## src/rtl/cbs_pkg.sv

```systemverilog
// Shared types and constants for the camera bring-up sequencer.
// Assumes a 32-bit AXI4-Lite address/data bus and two sensor transactions.
package cbs_pkg;
    localparam int ADDR_W     = 32;
    localparam int DATA_W     = 32;
    localparam int STRB_W     = DATA_W / 8;
    localparam int N_SENS     = 2;
    localparam int PRE_STEPS  = 8;
    localparam int SENS_BASE  = PRE_STEPS;
    localparam int STEP_COUNT = PRE_STEPS + 4 * N_SENS + 1;
    localparam int IDX_W      = $clog2(STEP_COUNT);

    // Byte offsets inside each target's register window
    localparam logic [ADDR_W-1:0] OFS_BUF0   = 32'h18;
    localparam logic [ADDR_W-1:0] OFS_BUF1   = 32'h20;
    localparam logic [ADDR_W-1:0] OFS_BUF2   = 32'h28;
    localparam logic [ADDR_W-1:0] OFS_WCTRL  = 32'h00;
    localparam logic [ADDR_W-1:0] OFS_CARM   = 32'h00;
    localparam logic [ADDR_W-1:0] OFS_CSHOT  = 32'h04;
    localparam logic [ADDR_W-1:0] OFS_ICTRL  = 32'h100;
    localparam logic [ADDR_W-1:0] OFS_ITXQ   = 32'h108;

    typedef struct packed {
        logic [ADDR_W-1:0] addr;
        logic [DATA_W-1:0] data;
        logic              gap;
    } step_t;

    typedef enum logic [2:0] {ST_ISSUE, ST_WAIT, ST_GAP, ST_DONE, ST_FAULT} seq_st_e;
    typedef enum logic [1:0] {BUS_IDLE, BUS_ADDR, BUS_RESP} bus_st_e;
endpackage

```

## src/rtl/cbs_step_table.sv

```systemverilog
// Step table: maps a step index to the address, data and gap flag of
// one register write. Purely combinational; assumes idx < STEP_COUNT.
module cbs_step_table
    import cbs_pkg::*;
#(
    parameter logic [ADDR_W-1:0] WR_BASE     = 32'hA001_0000,
    parameter logic [ADDR_W-1:0] CAM_BASE    = 32'hA000_0000,
    parameter logic [ADDR_W-1:0] IIC_BASE    = 32'hA000_1000,
    parameter logic [ADDR_W-1:0] FB_BASE     = 32'h1000_0000,
    parameter logic [ADDR_W-1:0] FRAME_BYTES = 32'd1920000,
    parameter logic [7:0]        DEV_ADDR    = 8'hBA,
    parameter logic [8*N_SENS-1:0]  SENS_REG = {8'h97, 8'hF0},
    parameter logic [16*N_SENS-1:0] SENS_VAL = {16'h0020, 16'h0001}
) (
    input  logic [IDX_W-1:0] idx,
    output step_t            step
);
    step_t tbl [STEP_COUNT];

    // Fixed preamble: buffer addresses, writer start, camera arm, I2C init
    assign tbl[0] = '{WR_BASE + OFS_BUF0, FB_BASE, 1'b0};
    assign tbl[1] = '{WR_BASE + OFS_BUF1, FB_BASE + FRAME_BYTES, 1'b0};
    assign tbl[2] = '{WR_BASE + OFS_BUF2, FB_BASE + 2 * FRAME_BYTES, 1'b0};
    assign tbl[3] = '{WR_BASE + OFS_WCTRL, 32'h1, 1'b0};
    assign tbl[4] = '{WR_BASE + OFS_WCTRL, 32'h80, 1'b0};
    assign tbl[5] = '{CAM_BASE + OFS_CARM, FB_BASE, 1'b0};
    assign tbl[6] = '{IIC_BASE + OFS_ICTRL, 32'h2, 1'b0};
    assign tbl[7] = '{IIC_BASE + OFS_ICTRL, 32'h1, 1'b0};

    // Four transmit-FIFO words per sensor register write
    for (genvar s = 0; s < N_SENS; s++) begin : g_sens
        localparam logic [7:0]  RNUM = SENS_REG[8*s +: 8];
        localparam logic [15:0] RVAL = SENS_VAL[16*s +: 16];
        assign tbl[SENS_BASE+4*s+0] = '{IIC_BASE + OFS_ITXQ, 32'h100 | {24'h0, DEV_ADDR & 8'hFE}, 1'b0};
        assign tbl[SENS_BASE+4*s+1] = '{IIC_BASE + OFS_ITXQ, {24'h0, RNUM}, 1'b0};
        assign tbl[SENS_BASE+4*s+2] = '{IIC_BASE + OFS_ITXQ, {24'h0, RVAL[15:8]}, 1'b0};
        assign tbl[SENS_BASE+4*s+3] = '{IIC_BASE + OFS_ITXQ, 32'h200 | {24'h0, RVAL[7:0]}, 1'b1};
    end

    // Final step: disable one-shot capture
    assign tbl[STEP_COUNT-1] = '{CAM_BASE + OFS_CSHOT, 32'h0, 1'b0};

    assign step = tbl[idx];
endmodule

```

## src/rtl/cbs_gap_timer.sv

```systemverilog
// Gap timer: after load, raises expired once GAP_CYC-1 further edges
// have passed, then idles. Assumes GAP_CYC >= 1.
module cbs_gap_timer #(
    parameter int GAP_CYC = 100000
) (
    input  logic clk,
    input  logic rst_n,
    input  logic load,
    output logic expired
);
    localparam int CW = $clog2(GAP_CYC + 1);
    localparam logic [CW-1:0] LOAD_VAL = CW'(GAP_CYC - 1);

    logic [CW-1:0] cnt;
    logic          running;

    assign expired = running && (cnt == '0);

    // Count down from the load value; stop on expiry
    always_ff @(posedge clk) begin
        if (!rst_n) begin
            cnt     <= '0;
            running <= 1'b0;
        end else if (load) begin
            cnt     <= LOAD_VAL;
            running <= 1'b1;
        end else if (expired) begin
            running <= 1'b0;
        end else if (running) begin
            cnt <= cnt - 1'b1;
        end
    end
endmodule

```

## src/rtl/cbs_axil_wr.sv

```systemverilog
// Single-outstanding AXI4-Lite write engine. A go pulse (only taken
// when idle) launches AW and W together; each drops on its own
// handshake; then the B response is awaited and reported through fin.
module cbs_axil_wr
    import cbs_pkg::*;
(
    input  logic              clk,
    input  logic              rst_n,
    input  logic              go,
    input  logic [ADDR_W-1:0] go_addr,
    input  logic [DATA_W-1:0] go_data,
    output logic              fin,
    output logic              fin_bad,
    output logic [ADDR_W-1:0] m_awaddr,
    output logic              m_awvalid,
    input  logic              m_awready,
    output logic [DATA_W-1:0] m_wdata,
    output logic [STRB_W-1:0] m_wstrb,
    output logic              m_wvalid,
    input  logic              m_wready,
    input  logic [1:0]        m_bresp,
    input  logic              m_bvalid,
    output logic              m_bready
);
    bus_st_e st;
    logic    aw_left, w_left;

    assign aw_left = m_awvalid && !m_awready;
    assign w_left  = m_wvalid && !m_wready;
    assign m_wstrb = '1;
    assign fin     = (st == BUS_RESP) && m_bvalid;
    assign fin_bad = fin && (m_bresp != 2'b00);

    // Channel state: launch, retire AW/W independently, await response
    always_ff @(posedge clk) begin
        if (!rst_n) begin
            st        <= BUS_IDLE;
            m_awaddr  <= '0;
            m_wdata   <= '0;
            m_awvalid <= 1'b0;
            m_wvalid  <= 1'b0;
            m_bready  <= 1'b0;
        end else begin
            case (st)
                BUS_IDLE: if (go) begin
                    m_awaddr  <= go_addr;
                    m_wdata   <= go_data;
                    m_awvalid <= 1'b1;
                    m_wvalid  <= 1'b1;
                    st        <= BUS_ADDR;
                end
                BUS_ADDR: begin
                    m_awvalid <= aw_left;
                    m_wvalid  <= w_left;
                    if (!aw_left && !w_left) begin
                        m_bready <= 1'b1;
                        st       <= BUS_RESP;
                    end
                end
                BUS_RESP: if (m_bvalid) begin
                    m_bready <= 1'b0;
                    st       <= BUS_IDLE;
                end
                default: st <= BUS_IDLE;
            endcase
        end
    end

    p_aw_hold_r7: assert property (@(posedge clk) disable iff (!rst_n)
        (m_awvalid && !m_awready) |=> (m_awvalid && $stable(m_awaddr)));
    p_w_hold_r7: assert property (@(posedge clk) disable iff (!rst_n)
        (m_wvalid && !m_wready) |=> (m_wvalid && $stable(m_wdata)));
    p_resp_alone_r7: assert property (@(posedge clk) disable iff (!rst_n)
        m_bready |-> (!m_awvalid && !m_wvalid));
endmodule

```

## src/rtl/cam_bringup_seq.sv

```systemverilog
// Camera bring-up sequencer top. Walks the step table once after reset,
// issuing each entry as an AXI4-Lite write, pausing GAP_CYC cycles after
// steps flagged with a gap, and ending in done or fault. Assumes the
// slave eventually answers every write.
module cam_bringup_seq
    import cbs_pkg::*;
#(
    parameter logic [31:0] WR_BASE   = 32'hA001_0000,
    parameter logic [31:0] CAM_BASE  = 32'hA000_0000,
    parameter logic [31:0] IIC_BASE  = 32'hA000_1000,
    parameter logic [31:0] FB_BASE   = 32'h1000_0000,
    parameter int          H_PIX     = 800,
    parameter int          V_LINES   = 600,
    parameter int          PIX_BYTES = 4,
    parameter logic [7:0]  DEV_ADDR  = 8'hBA,
    parameter int          GAP_CYC   = 100000
) (
    input  logic        clk,
    input  logic        rst_n,
    input  logic        restart,
    output logic [31:0] m_awaddr,
    output logic        m_awvalid,
    input  logic        m_awready,
    output logic [31:0] m_wdata,
    output logic [3:0]  m_wstrb,
    output logic        m_wvalid,
    input  logic        m_wready,
    input  logic [1:0]  m_bresp,
    input  logic        m_bvalid,
    output logic        m_bready,
    output logic        busy,
    output logic        done,
    output logic        done_pulse,
    output logic        err
);
    localparam logic [31:0]      FRAME_BYTES = 32'(H_PIX * V_LINES * PIX_BYTES);
    localparam logic [IDX_W-1:0] LAST_IDX    = IDX_W'(STEP_COUNT - 1);

    seq_st_e          st;
    logic [IDX_W-1:0] idx;
    step_t            step;
    logic             go, fin, fin_bad, gap_load, gap_expired;

    cbs_step_table #(
        .WR_BASE(WR_BASE), .CAM_BASE(CAM_BASE), .IIC_BASE(IIC_BASE),
        .FB_BASE(FB_BASE), .FRAME_BYTES(FRAME_BYTES), .DEV_ADDR(DEV_ADDR),
        .SENS_REG({8'h97, 8'hF0}), .SENS_VAL({16'h0020, 16'h0001})
    ) u_table (
        .idx (idx),
        .step(step)
    );

    cbs_axil_wr u_bus (
        .clk(clk), .rst_n(rst_n), .go(go), .go_addr(step.addr), .go_data(step.data),
        .fin(fin), .fin_bad(fin_bad),
        .m_awaddr(m_awaddr), .m_awvalid(m_awvalid), .m_awready(m_awready),
        .m_wdata(m_wdata), .m_wstrb(m_wstrb), .m_wvalid(m_wvalid), .m_wready(m_wready),
        .m_bresp(m_bresp), .m_bvalid(m_bvalid), .m_bready(m_bready)
    );

    cbs_gap_timer #(.GAP_CYC(GAP_CYC)) u_gap (
        .clk(clk), .rst_n(rst_n), .load(gap_load), .expired(gap_expired)
    );

    assign go       = (st == ST_ISSUE);
    assign gap_load = (st == ST_WAIT) && fin && !fin_bad && (idx != LAST_IDX) && step.gap;
    assign busy     = (st != ST_DONE) && (st != ST_FAULT);

    // Sequence control: issue, await response, optional gap, finish
    always_ff @(posedge clk) begin
        if (!rst_n) begin
            st         <= ST_ISSUE;
            idx        <= '0;
            done       <= 1'b0;
            done_pulse <= 1'b0;
            err        <= 1'b0;
        end else begin
            done_pulse <= 1'b0;
            case (st)
                ST_ISSUE: st <= ST_WAIT;
                ST_WAIT: if (fin) begin
                    if (fin_bad) begin
                        err <= 1'b1;
                        st  <= ST_FAULT;
                    end else if (idx == LAST_IDX) begin
                        done       <= 1'b1;
                        done_pulse <= 1'b1;
                        st         <= ST_DONE;
                    end else if (step.gap) begin
                        st <= ST_GAP;
                    end else begin
                        idx <= idx + 1'b1;
                        st  <= ST_ISSUE;
                    end
                end
                ST_GAP: if (gap_expired) begin
                    idx <= idx + 1'b1;
                    st  <= ST_ISSUE;
                end
                ST_DONE, ST_FAULT: if (restart) begin
                    idx  <= '0;
                    done <= 1'b0;
                    err  <= 1'b0;
                    st   <= ST_ISSUE;
                end
                default: st <= ST_FAULT;
            endcase
        end
    end

    p_gap_quiet_r6: assert property (@(posedge clk) disable iff (!rst_n)
        (st == ST_GAP) |-> (!m_awvalid && !m_wvalid));
    p_fault_quiet_r8: assert property (@(posedge clk) disable iff (!rst_n)
        err |-> (!m_awvalid && !m_wvalid));
    p_pulse_single_r9: assert property (@(posedge clk) disable iff (!rst_n)
        done_pulse |=> !done_pulse);
    p_pulse_with_done_r9: assert property (@(posedge clk) disable iff (!rst_n)
        $rose(done) |-> done_pulse);
    p_flags_exclusive_r10: assert property (@(posedge clk) disable iff (!rst_n)
        !(done && err));
endmodule

```

## config.mk

```make
export PLATFORM = sky130hd
export DESIGN_NAME = cam_bringup_seq
export DESIGN_NICKNAME = d
export VERILOG_FILES = /design/src/rtl/cbs_pkg.sv /design/src/rtl/cbs_step_table.sv /design/src/rtl/cbs_gap_timer.sv /design/src/rtl/cbs_axil_wr.sv /design/src/rtl/cam_bringup_seq.sv
export SDC_FILE = /design/constraint.sdc
export NUM_CORES = 1
export LEC_CHECK = 0
export CORE_UTILIZATION = 25
export DETAILED_ROUTE_END_ITERATION = 8
export DONT_BUFFER_PORTS = 1
export GPL_TIMING_DRIVEN = 0
export SLEW_MARGIN = 5
export SYNTH_ARGS = -nofsm -noshare
export SYNTH_HDL_FRONTEND = slang
export SYNTH_SLANG_ARGS = --single-unit
```

## constraint.sdc

```tcl
create_clock -name clk -period 4.06 [get_ports clk]
set_input_delay 0.406 -clock clk [delete_from_list [all_inputs] [get_ports clk]]
set_output_delay 0.406 -clock clk [all_outputs]
set_load 0.02 [all_outputs]
```

==> impl_metrics.tcl, run 1 <==
set metrics [dict create \
    outcome "finished, violations left" \
    violations "DRC" \
    drtAntennaViolNets 0 \
    vias 2541 \
    fin_crit_sh_pct 60.0 \
    final-max-slew-violation-count 0 \
    nets 424 \
    crit_path_max_incr_delay_ps 470 \
    cts.repair.resized 0 \
    max_slew_margin_pct 41.8 \
    grt_use_total_pct 11.2 \
    max-vdd-ir-drop_mv 0.186 \
    cts_tree "built" \
    wire_per_inst_um 12.6 \
    setup_viol 0 \
    synth_flop_cell "dfxtp_1" \
    min_period_ps 2430 \
    synthMuxAreaShare_pct 1.34 \
    cp.buffers_inverters 1 \
    synthArstFlopShare_pct 0 \
    synth_top_area_cell "dfxtp_1" \
    first_iter_violations 136 \
    place_inst 546 \
    synth-xor-area-share_pct 3.80 \
    skew_ps 8.89 \
    numPortBuffers 0 \
    fp.coreArea_sq_um 11600 \
    yosys_register_bits 53 \
    avgSynthCellArea_sq_um 8.15 \
    clkTransAtPathRegs_ps 80 \
    viasPerCell 4.59 \
    worst_pin_slew_ps 865 \
    synthCells 368 \
    slowest_stage "dfxtp_1" \
    first_global_vias 2359 \
    htreeDepth 2 \
    cp-start-kind "flip-flop" \
    clock_sinks 53 \
    grt_pass1_wl_um 11500 \
    cp_cell_sequence "inv_1 > ha_1 > nor4bb_1 > a2111o_1 > and2_1 > or4_1 > a21oi_1" \
    synthAdderAreaFrac_pct 2.50 \
    post-route-drc-count 16 \
    synth_area_sq_um 3000 \
    hold_class "in -> reg" \
    path_depth 7 \
    routed_wl_um 6990 \
    hold_viol 0 \
    netlist_top_cells_area "dfxtp_1 (35%), buf_4 (12%), a21oi_1 (7.2%)" \
    clk_path_buf_depth 2 \
    synth_top_family_by_area "simple AND/OR/NAND/NOR gates" \
    die_area_sq_um 12400 \
    yosysWarnings 0 \
    clkLatencyLatePin_ps 300 \
    drive_above_1_share_pct 17.5 \
    post_cts_buffers 0 \
    yosysTopAreaCellShare_pct 35.4 \
    chipHeight_um 112 \
    rows 39 \
    setup_tns_ps 0 \
    io-pin-count 83 \
    diodes 0 \
    p_leak_uw 0.00138 \
    dp_hpwl_um 5180 \
    cp_max_fo 8 \
    area_delta_synth_final_pct 15.4 \
    hold_depth 1 \
    first_pass_iters 6 \
    routabilityCongestion 0.826 \
    synth_compound_area_share_pct 14.4 \
    antenna_found_initial 0 \
    required_ps 4280 \
    critPathCaptureType "flip-flop" \
    ys_seq_area_share_pct 35.4 \
    path_class "reg -> reg" \
    die_w_um 112 \
    fmax_mhz 411 \
    fin_cells 554 \
    globalRouteOverflowTotal 0 \
    grt_max_degree 19 \
    clk_root_buffer_cell "clkbuf_16" \
    rsz0062_at_grt "no" \
    synth_edf_count 0 \
    crit_family "simple AND/OR/NAND/NOR gates" \
    powerDensity_nw_per_um2 428 \
    ff2ff_path_depth 7 \
    yosysUniqueCellTypes 56 \
    worstPathArrival_ps 2660 \
    synth-simple-area-share_pct 26.7 \
    start_util_pct 25.9 \
    maxCapViolations 0 \
    numCtsBuffers 5 \
    holdBufCountCts 0 \
]
path summary, 6_finish.rpt:
kind | start | end | slack [ps]
hold / removal | rst_n | u_bus.m_bready$_SDFFE_PN0P_ | 230
setup / recovery | idx[1]$_SDFFE_PN0P_ | idx[0]$_SDFFE_PN0P_ | 1630
hold reg to reg | u_gap.cnt[16]$_SDFFE_PN0P_ | u_gap.cnt[16]$_SDFFE_PN0P_ | 480
setup reg to reg | idx[1]$_SDFFE_PN0P_ | idx[0]$_SDFFE_PN0P_ | 1630
cells in the final DEF, fill, tap and decap left out, types with 4 or more instances in the layout:
| cell | instances |
|---|---|
| xor2_1 | 7 |
| nor4_1 | 4 |
| dfxtp_1 | 53 |
| mux2i_1 | 4 |
| nand2_1 | 25 |
| nand3b_1 | 5 |
| nor3b_1 | 5 |
| nor2_1 | 46 |
| clkbuf_16 | 5 |
| conb_1 | 37 |
| a31oi_1 | 4 |
| o21ai_0 | 4 |
| buf_4 | 49 |
| nor3_1 | 8 |
| inv_1 | 11 |
| xnor2_1 | 6 |
| nor2b_1 | 4 |
| nand4_1 | 5 |
| nand3_1 | 11 |
| ha_1 | 6 |
| clkbuf_1 | 14 |
| a21oi_1 | 43 |
final cells by class:
cell class              count  area [sq um]
clock inverters             3          25.0
flip-flops and latches     53          1060
multi-input cells         274          1600
fillers                  1216          8110
inverters                  11          41.3
plain buffers              65           429
clock buffers               5           125
well taps                 143           179
flip-flops by register name, indices dropped and copies added, names as in the netlist:
signal	flops
done	1
done_pulse	1
err	1
idx	5
st	3
u_bus.m_awaddr	6
u_bus.m_awvalid	1
u_bus.m_bready	1
u_bus.m_wdata	13
u_bus.m_wvalid	1
u_bus.st	2
u_gap.cnt	17
u_gap.running	1
through the flow:
stage / worst slack (ps) / total power [uW] / hold slack, ps / area, sq um / util, %
after CTS: 1650 / 1490 / 233 / 3460 / 29.9
after floorplan: 1950 / 971 / 454 / 3130 / -
after global routing: 1370 / 1560 / 230 / 3460 / 29.9
final: 1630 / 1480 / 234 / 3460 / 29.9
after global placement: 1690 / 1040 / 463 / 3310 / 28.6
after detailed placement: 1670 / 1050 / 470 / 3310 / 28.6
synthesized netlist by cell type, types with 3 or more instances:
master     n
dfxtp_1   53
buf_4     49
nor2_1    46
a21oi_1   43
nand2_1   25
clkbuf_1  14
inv_1     11
nand3_1   11
nor3_1     8
xor2_1     7
ha_1       6
xnor2_1    6
nand3b_1   5
nand4_1    5
nor3b_1    5
a31oi_1    4
mux2i_1    4
nor2b_1    4
nor4_1     4
o21ai_0    4
nand2b_1   3
o31ai_1    3
or3_1      3
or4_1      3
report_power, final:
group / switching, uW / internal, uW / total (uW)
registers: 83.5 / 566 / 650
logic: 252 / 140 / 392
clock network: 205 / 233 / 439
total: 541 / 940 / 1480
logic make-up (layout without fill, tap and decap cells):
| kind of cell | Yosys count | count (layout) |
|---|---|---|
| AND/OR/NAND/NOR | 143 | 143 |
| buffers and inverters | 76 | 84 |
| AO/OA/AOI/OAI | 71 | 71 |
| flip-flops | 53 | 53 |
| XOR/XNOR | 13 | 13 |
| adder cells (fa/ha/maj) | 6 | 6 |
| multiplexers | 4 | 4 |
| other | 2 | 37 |
worst register-to-register path, stage by stage, from the launching register on:
cell	delay, ps
dfxtp_1	470
inv_1	150
ha_1	300
nor4bb_1	230
a2111o_1	360
and2_1	220
or4_1	470
a21oi_1	160
routing by layer:
metal  vias to the layer above  routed length [um]  global-route usage, %
li1                       1286                   -                      -
met1                      1179                3210                   13.3
met2                        63                3320                   19.7
met3                        13                 311                   2.34
met4                         0                 157                   4.59
met5                         -                   0                      0
Note: power is estimated with default switching activity, not from simulation.
==> inputs of run 2 (changes only) <==
clock period = 2 ns   (was 4.06 ns; I/O delays follow)
==> impl_metrics.tcl, run 2 (same netlist as run 1, synthesis figures left out) <==
set metrics [dict create \
    outcome "finished, violations left" \
    violations "DRC" \
    worst_pin_slew_ps 638 \
    cts_tree "built" \
    fin_crit_sh_pct 97.1 \
    grt_max_degree 19 \
    clkTransAtPathRegs_ps 80 \
    drtAntennaViolNets 0 \
    first_iter_violations 160 \
    switching_share_pct 36.3 \
    largest_register_ffs 17 \
    cp_max_fo 5 \
    post-route-drc-count 9 \
    antenna_found_initial 0 \
    worstPathArrival_ps 2090 \
    globalRouteOverflowTotal 0 \
    start_util_pct 25.9 \
    wire_per_inst_um 12.9 \
    numCtsBuffers 5 \
    powerDensity_nw_per_um2 849 \
    numPortBuffers 0 \
    grt_use_total_pct 11.5 \
    clkLatencyLatePin_ps 300 \
    setup_tns_ps 0 \
    first_global_vias 2435 \
    maxCapViolations 0 \
    required_ps 2150 \
    dp_hpwl_um 5200 \
    nets 436 \
    fp.coreArea_sq_um 11600 \
    vias 2622 \
    seq_power_share_pct 41.5 \
    nFillCells 1185 \
    first_pass_iters 9 \
    area_delta_synth_final_pct 24.4 \
    cp-start-kind "flip-flop" \
    io-pin-count 83 \
    rsz0062_at_grt "yes" \
    routed_wl_um 7290 \
    final-max-slew-violation-count 0 \
    startpoint "u_gap.cnt[9]$_SDFFE_PN0P_" \
    clk_root_buffer_cell "clkbuf_16" \
    skew_ps 10.8 \
    top_register "u_gap.cnt" \
    drive_above_1_share_pct 27.2 \
    min_period_ps 1940 \
    max_slew_margin_pct 57.4 \
    hp-start "rst_n" \
    power_switching_uw 1150 \
    pwr-share-clk_pct 28.0 \
    final_util_pct 32.3 \
    setup_viol 0 \
    htreeDepth 2 \
    clk_path_buf_depth 2 \
    diodes 0 \
    critPathCaptureType "flip-flop" \
    top_regs "u_gap.cnt x17, u_bus.m_wdata x13, u_bus.m_awaddr x6" \
    max-vdd-ir-drop_mv 0.283 \
    viasPerCell 4.63 \
    p_leak_uw 0.00149 \
    rows 39 \
    hold_ws_ps 26.7 \
    hold_viol 0 \
    clock_sinks 53 \
    die_area_sq_um 12400 \
    path_class "reg -> reg" \
    comb_power_share_pct 30.5 \
    chipHeight_um 112 \
    reg2reg_from "u_gap.cnt[9]$_SDFFE_PN0P_" \
    hold_class "in -> reg" \
    p_int_uw 2020 \
    final_common_cell "buf_4" \
    routabilityCongestion 0.812 \
    grt_pass1_wl_um 11700 \
    final_cell_mix "buf_4 (62), nor2_1 (46), dfxtp_1 (46)" \
    die_w_um 112 \
    fmax_mhz 515 \
]
-- run 2: cell types whose count changed in the layout (fill, tap and decap cells not counted), moves of 3 or more --
cell / before / now
clkbuf_1: 14 / 9
ha_1: 6 / 3
inv_1: 11 / 7
dfxtp_2: 0 / 5
buf_4: 49 / 62
dfxtp_1: 53 / 46
ha_4: 0 / 3
inv_2: 0 / 3
-- run 2: worst paths after layout --
check	to	slack, ps	depth (start not counted)
setup / recovery	u_gap.cnt[15]$_SDFFE_PN0P_	60	5
hold / removal	u_bus.m_bready$_SDFFE_PN0P_	30	1
setup reg to reg	u_gap.cnt[15]$_SDFFE_PN0P_	60	5
hold reg to reg	u_gap.cnt[16]$_SDFFE_PN0P_	520	2
-- run 2: per-layer routing --
layer | up-vias | GRT usage, % | share of wire [%] | routed length [um]
met1 | 1221 | 13.4 | 43 | 3160
met2 | 78 | 19.8 | 49 | 3560
met3 | 21 | 2.78 | 4.8 | 348
met5 | - | 0 | 0 | 0
met4 | 0 | 5.23 | 3.1 | 224
li1 | 1302 | - | - | -
-- run 2: critical path, cell delays in order (launching register included) --
cell,delay [ps]
dfxtp_2,360
or4_4,570
or3_4,370
nor4b_4,270
xnor2_1,150
a21oi_1,80
-- run 2: power by group through the flow --
stage / sequential, uW / combinational [uW] / clock [uW]
floorplan: 1320 / 658 / 0
global route: 1330 / 1060 / 958
global placement: 1350 / 781 / 0
finish: 1310 / 965 / 888
CTS: 1310 / 877 / 909
detailed placement: 1350 / 791 / 0
-- run 2: final cells by class --
| cell class | count | area, sq um | area share [%] |
|---|---|---|---|
| plain buffers | 62 | 420 | 11.3 |
| clock buffers | 5 | 125 | 3.35 |
| clock inverters | 3 | 25.0 | 0.670 |
| inverters | 11 | 43.8 | 1.17 |
| multi-input cells | 274 | 1740 | 46.7 |
| flip-flops and latches | 53 | 1070 | 28.8 |
| well taps | 143 | 179 | 4.79 |
| repair buffers | 15 | 120 | 3.22 |
-- run 2: what timing repair did --
item	CTS	global route
hold buffers	0	0
gates resized for setup	15	30
buffers inserted	8	7
setup endpoints to repair	16	26
pin swaps	5	11
gates cloned	0	0
-- run 2: through the flow --
stage | cells | worst slack [ps] | total power [uW] | instance area [sq um]
2_1_floorplan | 403 | 6.45 | 1980 | 3140
3_3_place_gp | 546 | -267 | 2130 | 3310
3_5_place_dp | 546 | -295 | 2140 | 3310
4_1_cts | 561 | -44.7 | 3100 | 3590
5_1_grt | 566 | -15.2 | 3350 | 3730
6_report | 566 | 57.3 | 3170 | 3730
